$ cat config.mk
export PLATFORM = sky130hd
export DESIGN_NAME = codec_pwr_ctl
export DESIGN_NICKNAME = d
export VERILOG_FILES = /design/src/rtl/cpc_pkg.sv /design/src/rtl/cpc_pin_sense.sv /design/src/rtl/cpc_fs_watch.sv /design/src/rtl/cpc_fsm.sv /design/src/rtl/codec_pwr_ctl.sv
export SDC_FILE = /design/constraint.sdc
export NUM_CORES = 1
export LEC_CHECK = 0
export ABC_AREA = 1
export CAP_MARGIN = 20
export CELL_PAD_IN_SITES_DETAIL_PLACEMENT = 1
export CELL_PAD_IN_SITES_GLOBAL_PLACEMENT = 1
export CORE_MARGIN = 5
export CORE_UTILIZATION = 47
export DETAILED_ROUTE_END_ITERATION = 16
export GPL_TIMING_DRIVEN = 0
export PLACE_DENSITY = 0.87
export SLEW_MARGIN = 20
export SYNTH_ARGS = -nofsm -noshare
export SYNTH_HDL_FRONTEND = slang
export SYNTH_SLANG_ARGS = --single-unit
export TNS_END_PERCENT = 20
$ cat constraint.sdc
create_clock -name clk -period 4.75 [get_ports clk]
set_clock_uncertainty 0.2 [all_clocks]
set_input_delay 0.95 -clock clk [delete_from_list [all_inputs] [get_ports clk]]
set_output_delay 0.95 -clock clk [all_outputs]
set_load 0.01 [all_outputs]
$ cat src/rtl/cpc_pkg.sv
package cpc_pkg;

    typedef enum logic [1:0] {
        ST_OFF    = 2'd0,
        ST_ARMED  = 2'd1,
        ST_ONE_TX = 2'd2,
        ST_LIVE   = 2'd3
    } cpc_state_e;

endpackage

$ cat src/rtl/cpc_pin_sense.sv
module cpc_pin_sense #(
    parameter int ACT_WIN     = 64,
    parameter int SYNC_STAGES = 2
) (
    input  logic clk,
    input  logic por_n,
    input  logic pin,
    output logic toggling,
    output logic pin_level
);
    localparam int AW = (ACT_WIN > 2) ? $clog2(ACT_WIN) : 1;
    localparam logic [AW-1:0] WIN_LAST = AW'(ACT_WIN - 1);

    logic [SYNC_STAGES-1:0] sync_q;
    logic                   last_q;
    logic [AW-1:0]          win_cnt;
    logic                   tog_q;
    logic                   edge_seen;

    // synchronizer chain, reset to the power-down level
    generate
        if (SYNC_STAGES == 1) begin : g_one
            always_ff @(posedge clk or negedge por_n) begin
                if (!por_n) sync_q <= '1;
                else        sync_q <= pin;
            end
        end else begin : g_many
            always_ff @(posedge clk or negedge por_n) begin
                if (!por_n) sync_q <= '1;
                else        sync_q <= {sync_q[SYNC_STAGES-2:0], pin};
            end
        end
    endgenerate

    always_ff @(posedge clk or negedge por_n) begin
        if (!por_n) last_q <= 1'b1;
        else        last_q <= sync_q[SYNC_STAGES-1];
    end

    assign edge_seen = sync_q[SYNC_STAGES-1] ^ last_q;

    // window counter: an edge restarts it, a full quiet window declares static
    always_ff @(posedge clk or negedge por_n) begin
        if (!por_n) begin
            win_cnt <= '0;
            tog_q   <= 1'b0;
        end else if (edge_seen) begin
            win_cnt <= '0;
            tog_q   <= 1'b1;
        end else if (win_cnt == WIN_LAST) begin
            tog_q   <= 1'b0;
        end else begin
            win_cnt <= win_cnt + 1'b1;
        end
    end

    assign toggling  = tog_q;
    assign pin_level = sync_q[SYNC_STAGES-1];

endmodule

$ cat src/rtl/cpc_fs_watch.sv
module cpc_fs_watch #(
    parameter int IDLE_CYC = 4096
) (
    input  logic clk,
    input  logic por_n,
    input  logic fsx,
    input  logic fsr,
    output logic tx_rise,
    output logic any_rise,
    output logic idle
);
    localparam int IW = (IDLE_CYC > 2) ? $clog2(IDLE_CYC) : 1;
    localparam logic [IW-1:0] IDLE_LAST = IW'(IDLE_CYC - 1);

    logic          fsx_q;
    logic          fsr_q;
    logic [IW-1:0] gap_cnt;
    logic          idle_q;
    logic          rx_rise;

    always_ff @(posedge clk or negedge por_n) begin
        if (!por_n) begin
            fsx_q <= 1'b0;
            fsr_q <= 1'b0;
        end else begin
            fsx_q <= fsx;
            fsr_q <= fsr;
        end
    end

    assign tx_rise  = fsx & ~fsx_q;
    assign rx_rise  = fsr & ~fsr_q;
    assign any_rise = tx_rise | rx_rise;

    // inactivity timer: starts expired, any frame-sync rise restarts it
    always_ff @(posedge clk or negedge por_n) begin
        if (!por_n) begin
            gap_cnt <= '0;
            idle_q  <= 1'b1;
        end else if (any_rise) begin
            gap_cnt <= '0;
            idle_q  <= 1'b0;
        end else if (!idle_q) begin
            if (gap_cnt == IDLE_LAST) idle_q <= 1'b1;
            else                      gap_cnt <= gap_cnt + 1'b1;
        end
    end

    assign idle = idle_q;

endmodule

$ cat src/rtl/cpc_fsm.sv
module cpc_fsm
    import cpc_pkg::*;
(
    input  logic clk,
    input  logic por_n,
    input  logic hold_off,
    input  logic idle,
    input  logic tx_rise,
    input  logic any_rise,
    output logic pdn,
    output logic dx_oe
);
    cpc_state_e state_q;
    cpc_state_e state_d;
    logic       go_sleep;

    assign go_sleep = hold_off | (idle & ~any_rise);

    always_comb begin
        state_d = state_q;
        unique case (state_q)
            ST_OFF: begin
                if (!hold_off && any_rise)
                    state_d = tx_rise ? ST_ONE_TX : ST_ARMED;
            end
            ST_ARMED: begin
                if (go_sleep)     state_d = ST_OFF;
                else if (tx_rise) state_d = ST_ONE_TX;
            end
            ST_ONE_TX: begin
                if (go_sleep)     state_d = ST_OFF;
                else if (tx_rise) state_d = ST_LIVE;
            end
            ST_LIVE: begin
                if (go_sleep)     state_d = ST_OFF;
            end
        endcase
    end

    always_ff @(posedge clk or negedge por_n) begin
        if (!por_n) state_q <= ST_OFF;
        else        state_q <= state_d;
    end

    always_comb begin
        pdn   = 1'b1;
        dx_oe = 1'b0;
        unique case (state_q)
            ST_OFF:    begin pdn = 1'b1; dx_oe = 1'b0; end
            ST_ARMED:  begin pdn = 1'b0; dx_oe = 1'b0; end
            ST_ONE_TX: begin pdn = 1'b0; dx_oe = 1'b0; end
            ST_LIVE:   begin pdn = 1'b0; dx_oe = 1'b1; end
        endcase
    end

endmodule

$ cat src/rtl/codec_pwr_ctl.sv
module codec_pwr_ctl #(
    parameter int ACT_WIN     = 64,
    parameter int IDLE_CYC    = 4096,
    parameter int SYNC_STAGES = 2
) (
    input  logic clk,
    input  logic por_n,
    input  logic mclkr_pdn,
    input  logic fsx,
    input  logic fsr,
    output logic pdn,
    output logic dx_oe,
    output logic async_mode
);
    logic toggling;
    logic pin_level;
    logic tx_rise;
    logic any_rise;
    logic idle;
    logic hold_off;

    cpc_pin_sense #(
        .ACT_WIN    (ACT_WIN),
        .SYNC_STAGES(SYNC_STAGES)
    ) u_sense (
        .clk      (clk),
        .por_n    (por_n),
        .pin      (mclkr_pdn),
        .toggling (toggling),
        .pin_level(pin_level)
    );

    cpc_fs_watch #(
        .IDLE_CYC(IDLE_CYC)
    ) u_watch (
        .clk     (clk),
        .por_n   (por_n),
        .fsx     (fsx),
        .fsr     (fsr),
        .tx_rise (tx_rise),
        .any_rise(any_rise),
        .idle    (idle)
    );

    // a static high on the shared pin is a power-down request
    assign hold_off = ~toggling & pin_level;

    cpc_fsm u_fsm (
        .clk     (clk),
        .por_n   (por_n),
        .hold_off(hold_off),
        .idle    (idle),
        .tx_rise (tx_rise),
        .any_rise(any_rise),
        .pdn     (pdn),
        .dx_oe   (dx_oe)
    );

    assign async_mode = toggling;

endmodule

==> impl_metrics.env, run 1 <==
export IMPL_synth_cell_area_um2=1460
export IMPL_layout_drive_gt1_share=0.123
export IMPL_grt_pass1_vias=1303
export IMPL_antenna_found_initial=0
export IMPL_drt_first_pass_iters=4
export IMPL_cts_root_buf="clkbuf_4"
export IMPL_clkSlewWorstSetupHoldPaths_ns=0.15
export IMPL_boundaryPins=8
export IMPL_grt_overflow_total=0
export IMPL_synth_top_area_cell="dfrtp_1"
export IMPL_finalSetupViolCount=0
export IMPL_synth_ff_type="dfrtp_1"
export IMPL_coreArea_um2=3000
export IMPL_crit_type="reg -> out"
export IMPL_slew_viol_final=0
export IMPL_route_detailed_drc=0
export IMPL_postCtsHoldBufs=0
export IMPL_postRouteAntennaNets=0
export IMPL_period_share=0.607
export IMPL_yosysWarnings=0
export IMPL_nFillCells=392
export IMPL_cts_buffer_depth=2
export IMPL_gp_congestion=0.759
export IMPL_cts_resized=0
export IMPL_post_cts_setup_buffers=0
export IMPL_io_buffers=7
export IMPL_ir_drop_v=0.000127
export IMPL_dp_hpwl_um=2460
export IMPL_worst_pin_slew_ns=0.607
export IMPL_fp_dieH_um=65.6
export IMPL_cts_tree="built"
export IMPL_synth_common_cells="nand2_1, dfrtp_1, inv_1, nor2_1, nand3_1"
export IMPL_pwr_density_cell_nw_per_um2=314
export IMPL_start_util=0.485
export IMPL_synth_area_top_cells="dfrtp_1, nand2_1, dfstp_2"
export IMPL_vias=1230
export IMPL_hold_viol=0
export IMPL_clkLatencyLatePin_ns=0.33
export IMPL_grt_pass1_wl_um=5780
export IMPL_nets=203
export IMPL_cp_max_fo=6
export IMPL_clock_sinks=27
export IMPL_slew_headroom=0.595
export IMPL_start_kind="register"
export IMPL_numCtsBuffers=3
export IMPL_ys_seq_area_frac=0.468
export IMPL_end_kind="output port"
export IMPL_async_reset_ff_frac=1.00
export IMPL_synthCells=184
export IMPL_min_period_ns=2.89
export IMPL_vias_per_cell=5.39
export IMPL_dieWidth_um=65.6
export IMPL_synth_edf_count=0
export IMPL_drt_iter0_markers=88
export IMPL_setup_tns_ns=0
export IMPL_critPathArrivalTime_ns=1.74
export IMPL_synth_cell_types=25
export IMPL_grt_max_degree=28
export IMPL_syn_to_final_growth_pct=9.11
export IMPL_wire_per_inst_um=14.3
export IMPL_die_area_um2=4310
export IMPL_drv_cap=0
export IMPL_netlist_area_leader_share=0.396
export IMPL_grt_usage=0.173
export IMPL_ys_seq_elements=27
export IMPL_wirelength_um=3270
export IMPL_total_power_uw=499
export IMPL_rows=20
export IMPL_synthesis_nets=191
export IMPL_total_leakage_power_nw=0.805
export IMPL_hold_class="reg -> reg"
export IMPL_outcome="complete, no violations"
export IMPL_diodes=0
export IMPL_htreeDepth=1
export IMPL_synth_avg_cell_area_um2=7.91
export IMPL_rsz0062_at_grt="false"
export IMPL_required_ns=3.60
export IMPL_fmax_mhz=347
export IMPL_yosysMostFrequentCell="nand2_1"
stage by stage:
| stage | cell area [µm²] | util | setup slack, ns | hold slack, ns | cells |
|---|---|---|---|---|---|
| floorplan | 1460 | - | 2.89 | 0.145 | 184 |
| global placement | 1570 | 0.522 | 2.18 | 0.147 | 224 |
| detailed placement | 1560 | 0.520 | 2.14 | 0.150 | 224 |
| CTS | 1590 | 0.529 | 1.85 | 0.170 | 228 |
| global route | 1590 | 0.529 | 1.79 | 0.174 | 228 |
| finish | 1590 | 0.529 | 1.86 | 0.168 | 228 |
placed cells by master, fill, tap and decap left out, types with 5 or more instances in the layout:
| cell type | count |
|---|---|
| a21oi_1 | 5 |
| clkdlybuf4s50_1 | 6 |
| dfrtp_1 | 23 |
| inv_1 | 22 |
| nand2_1 | 57 |
| nand2_2 | 5 |
| nand3_1 | 14 |
| nand4_1 | 6 |
| nor2_1 | 15 |
| o21ai_0 | 8 |
layout make-up:
type                       instances  area (µm²)  share of cell area
inverter                          24        95.1              0.0599
multi-input combinational        133         679               0.428
clock buffer                       4        26.3              0.0165
timing repair buffer               7        65.1              0.0410
sequential                        27         681               0.429
tap                               33        41.3              0.0260
flip-flops by register name, summed over array words and instances, names as in the netlist:
name	cells
u_sense.toggling	1
u_watch.gap_cnt	12
u_sense.win_cnt	6
u_sense.last_q	1
u_watch.fsx_q	1
u_watch.fsr_q	1
u_sense.sync_q	2
u_watch.idle	1
u_fsm.state_q	2
metal layers:
| metal | global-route usage | vias up | part of all wire |
|---|---|---|---|
| li1 | - | 607 | - |
| met1 | 0.197 | 602 | 0.44 |
| met2 | 0.327 | 17 | 0.53 |
| met3 | 0.0205 | 4 | 0.026 |
| met4 | 0.0596 | 0 | 0.012 |
| met5 | 0 | - | 0 |
worst max-delay path: stages, from the launching register on:
cell and delay (ns):
dfrtp_1 0.46, nor2_1 0.34, clkdlybuf4s50_1 0.61
power breakdown:
part	internal [mW]	switching [mW]	total [mW]	leakage [nW]
Sequential	0.251	0.0222	0.273	0.343
Clock	0.0330	0.0691	0.102	0.0150
Combinational	0.0522	0.0716	0.124	0.447
kinds of logic (layout without fill, tap and decap cells):
group                      count (synthesis)  count (layout)  synth area share
AOI/OAI and AO/OA                         20              20            0.0808
buffers and inverters                     24              35            0.0653
xor gates and xnor gates                   7               7            0.0421
DFF                                       27              27             0.468
adders and majority gates                  2               2            0.0172
and+or+nand+nor                          104             104             0.327
worst paths after layout:
check	slack [ns]	end	startpoint	cells past startpoint
max	1.86	pdn	u_fsm.state_q[0]	2
min	0.17	u_sense.sync_q[1]	u_sense.sync_q[0]	0
max reg2reg	3.05	u_watch.gap_cnt[9]	u_watch.gap_cnt[0]	9
min reg2reg	0.17	u_sense.sync_q[1]	u_sense.sync_q[0]	0
max in group asynchronous	3.55	u_watch.gap_cnt[1]	por_n	1
min in group asynchronous	0.41	u_sense.win_cnt[2]	por_n	1
Note: power is estimated with default switching activity, not from simulation.
==> inputs of run 2 (changes only) <==
Settings changed: CORE_UTILIZATION 47 to 39, PLACE_DENSITY 0.87 to 0.77.
Clock period 4.75 ns to 2.55 ns, I/O delays scaled along.
==> run 2 against run 1 <==
Net effect: die area rose by 17%; non-clock buffer count did not move; via count fell by 0.73%; final cell count rose by 6.6%; utilization fell by 8.1 points; largest power group unchanged.
==> impl_metrics.env, run 2 (same netlist as run 1, synthesis figures left out) <==
export IMPL_vias_per_cell=5.02
export IMPL_final_common_cell="nand2_1"
export IMPL_largest_register="u_watch.gap_cnt"
export IMPL_coreArea_um2=3630
export IMPL_place_area_um2=1580
export IMPL_worst_path_buf_inv=1
export IMPL_drt_iter0_markers=76
export IMPL_start_kind="register"
export IMPL_drt_first_pass_iters=5
export IMPL_boundaryPins=8
export IMPL_fmax_mhz=431
export IMPL_grt_pass1_vias=1378
export IMPL_required_ns=1.84
export IMPL_cts_buffer_depth=2
export IMPL_wire_per_inst_um=13.7
export IMPL_largest_register_ffs=12
export IMPL_pwr_density_cell_nw_per_um2=605
export IMPL_hold_viol=0
export IMPL_end_kind="output port"
export IMPL_route_detailed_drc=0
export IMPL_drv_cap=0
export IMPL_layout_common_cells="nand2_1, dfrtp_1, inv_1, nor2_1, nand3_1"
export IMPL_cts_resized=0
export IMPL_grt_overflow_total=0
export IMPL_start_util=0.400
export IMPL_finalSetupViolCount=0
export IMPL_setup_tns_ns=0
export IMPL_total_leakage_power_nw=0.813
export IMPL_syn_to_final_growth_pct=11.7
export IMPL_dieWidth_um=71.1
export IMPL_grt_max_degree=28
export IMPL_outcome="complete, no violations"
export IMPL_diodes=0
export IMPL_nets=203
export IMPL_postRouteAntennaNets=0
export IMPL_largestRegisters="u_watch.gap_cnt: 12 flops, u_sense.win_cnt: 6 flops"
export IMPL_dp_hpwl_um=2570
export IMPL_grt_pass1_wl_um=6110
export IMPL_crit_family="buffers and inverters"
export IMPL_period_share=0.910
export IMPL_crit_type="reg -> out"
export IMPL_total_power_uw=983
export IMPL_hold_class="in -> async"
export IMPL_slew_viol_final=0
export IMPL_postCtsHoldBufs=0
export IMPL_stdcell_area_um2=1630
export IMPL_htreeDepth=1
export IMPL_die_area_um2=5050
export IMPL_rsz0062_at_grt="false"
export IMPL_critPathArrivalTime_ns=1.61
export IMPL_worst_pin_slew_ns=0.633
export IMPL_layout_drive_gt1_share=0.123
export IMPL_ir_drop_v=0.000241
export IMPL_crit_slowest_cell="clkdlybuf4s50_1"
export IMPL_slew_headroom=0.578
export IMPL_cp_max_fo=6
export IMPL_grt_usage=0.149
export IMPL_wirelength_um=3340
export IMPL_cts_root_buf="clkbuf_8"
export IMPL_clkLatencyLatePin_ns=0.27
export IMPL_rows=22
export IMPL_path_cells="nor2_1 > clkdlybuf4s50_1"
export IMPL_cpPeakStageDelay_ns=0.60
export IMPL_io_buffers=7
export IMPL_gp_congestion=0.753
export IMPL_min_period_ns=2.32
export IMPL_vias=1221
export IMPL_fp_dieH_um=71.1
export IMPL_clkSlewWorstSetupHoldPaths_ns=0.09
export IMPL_nFillCells=468
export IMPL_numCtsBuffers=3
export IMPL_clock_sinks=27
export IMPL_post_cts_setup_buffers=0
export IMPL_antenna_found_initial=0
export IMPL_cts_tree="built"
-- run 2: final timing paths --
path,startpoint,end,slack [ns],cells past startpoint
min reg2reg,u_sense.sync_q[0],u_sense.sync_q[1],0.16,0
min,por_n,u_watch.gap_cnt[9],0.04,1
max,u_fsm.state_q[0],pdn,0.23,2
max reg2reg,u_watch.gap_cnt[0],u_watch.gap_cnt[6],0.87,9
min in group clk,u_sense.sync_q[0],u_sense.sync_q[1],0.16,0
max in group asynchronous,por_n,u_sense.win_cnt[5],1.69,1
-- run 2: final cells by class --
cell class                 instances  area (µm²)  share of cell area
inverter                          24        95.1              0.0585
tap                               48        60.1              0.0370
timing repair buffer               7        65.1              0.0400
clock buffer                       4        45.0              0.0277
sequential                        27         681               0.419
multi-input combinational        133         679               0.418
-- run 2: worst register-to-register path, delay by kind of cell (launching register included) --
family                   cells  cell delay (ns)
AO/OA/AOI/OAI                1             0.05
AND/OR/NAND/NOR              6             0.54
adder cells (fa/ha/maj)      1             0.24
buffers and inverters        1             0.12
flip-flops                   1             0.43
-- run 2: where the power goes --
group,internal (mW),switching (mW)
Sequential,0.467,0.0433
Combinational,0.0979,0.132
Clock,0.112,0.131
Total,0.676,0.306
-- run 2: layer usage --
metal  global-route usage  part of all wire  vias to the layer above  wire (µm)
li1                     -                 -                      608          -
met4               0.0564             0.016                        0         55
met2                0.268              0.50                       15       1660
met5                    0                 0                        -          0
met1                0.176              0.46                      593       1530
met3               0.0270             0.025                        5         85
-- run 2: stage by stage --
stage / util / setup slack [ns] / hold slack [ns] / cells
6_report: 0.447 / 0.231 / 0.0390 / 243
5_1_grt: 0.447 / 0.179 / 0.0925 / 243
4_1_cts: 0.447 / 0.215 / 0.0632 / 243
3_5_place_dp: 0.435 / 0.365 / 0.147 / 239
3_3_place_gp: 0.436 / 0.362 / 0.148 / 239
2_1_floorplan: - / 1.06 / 0.0144 / 184
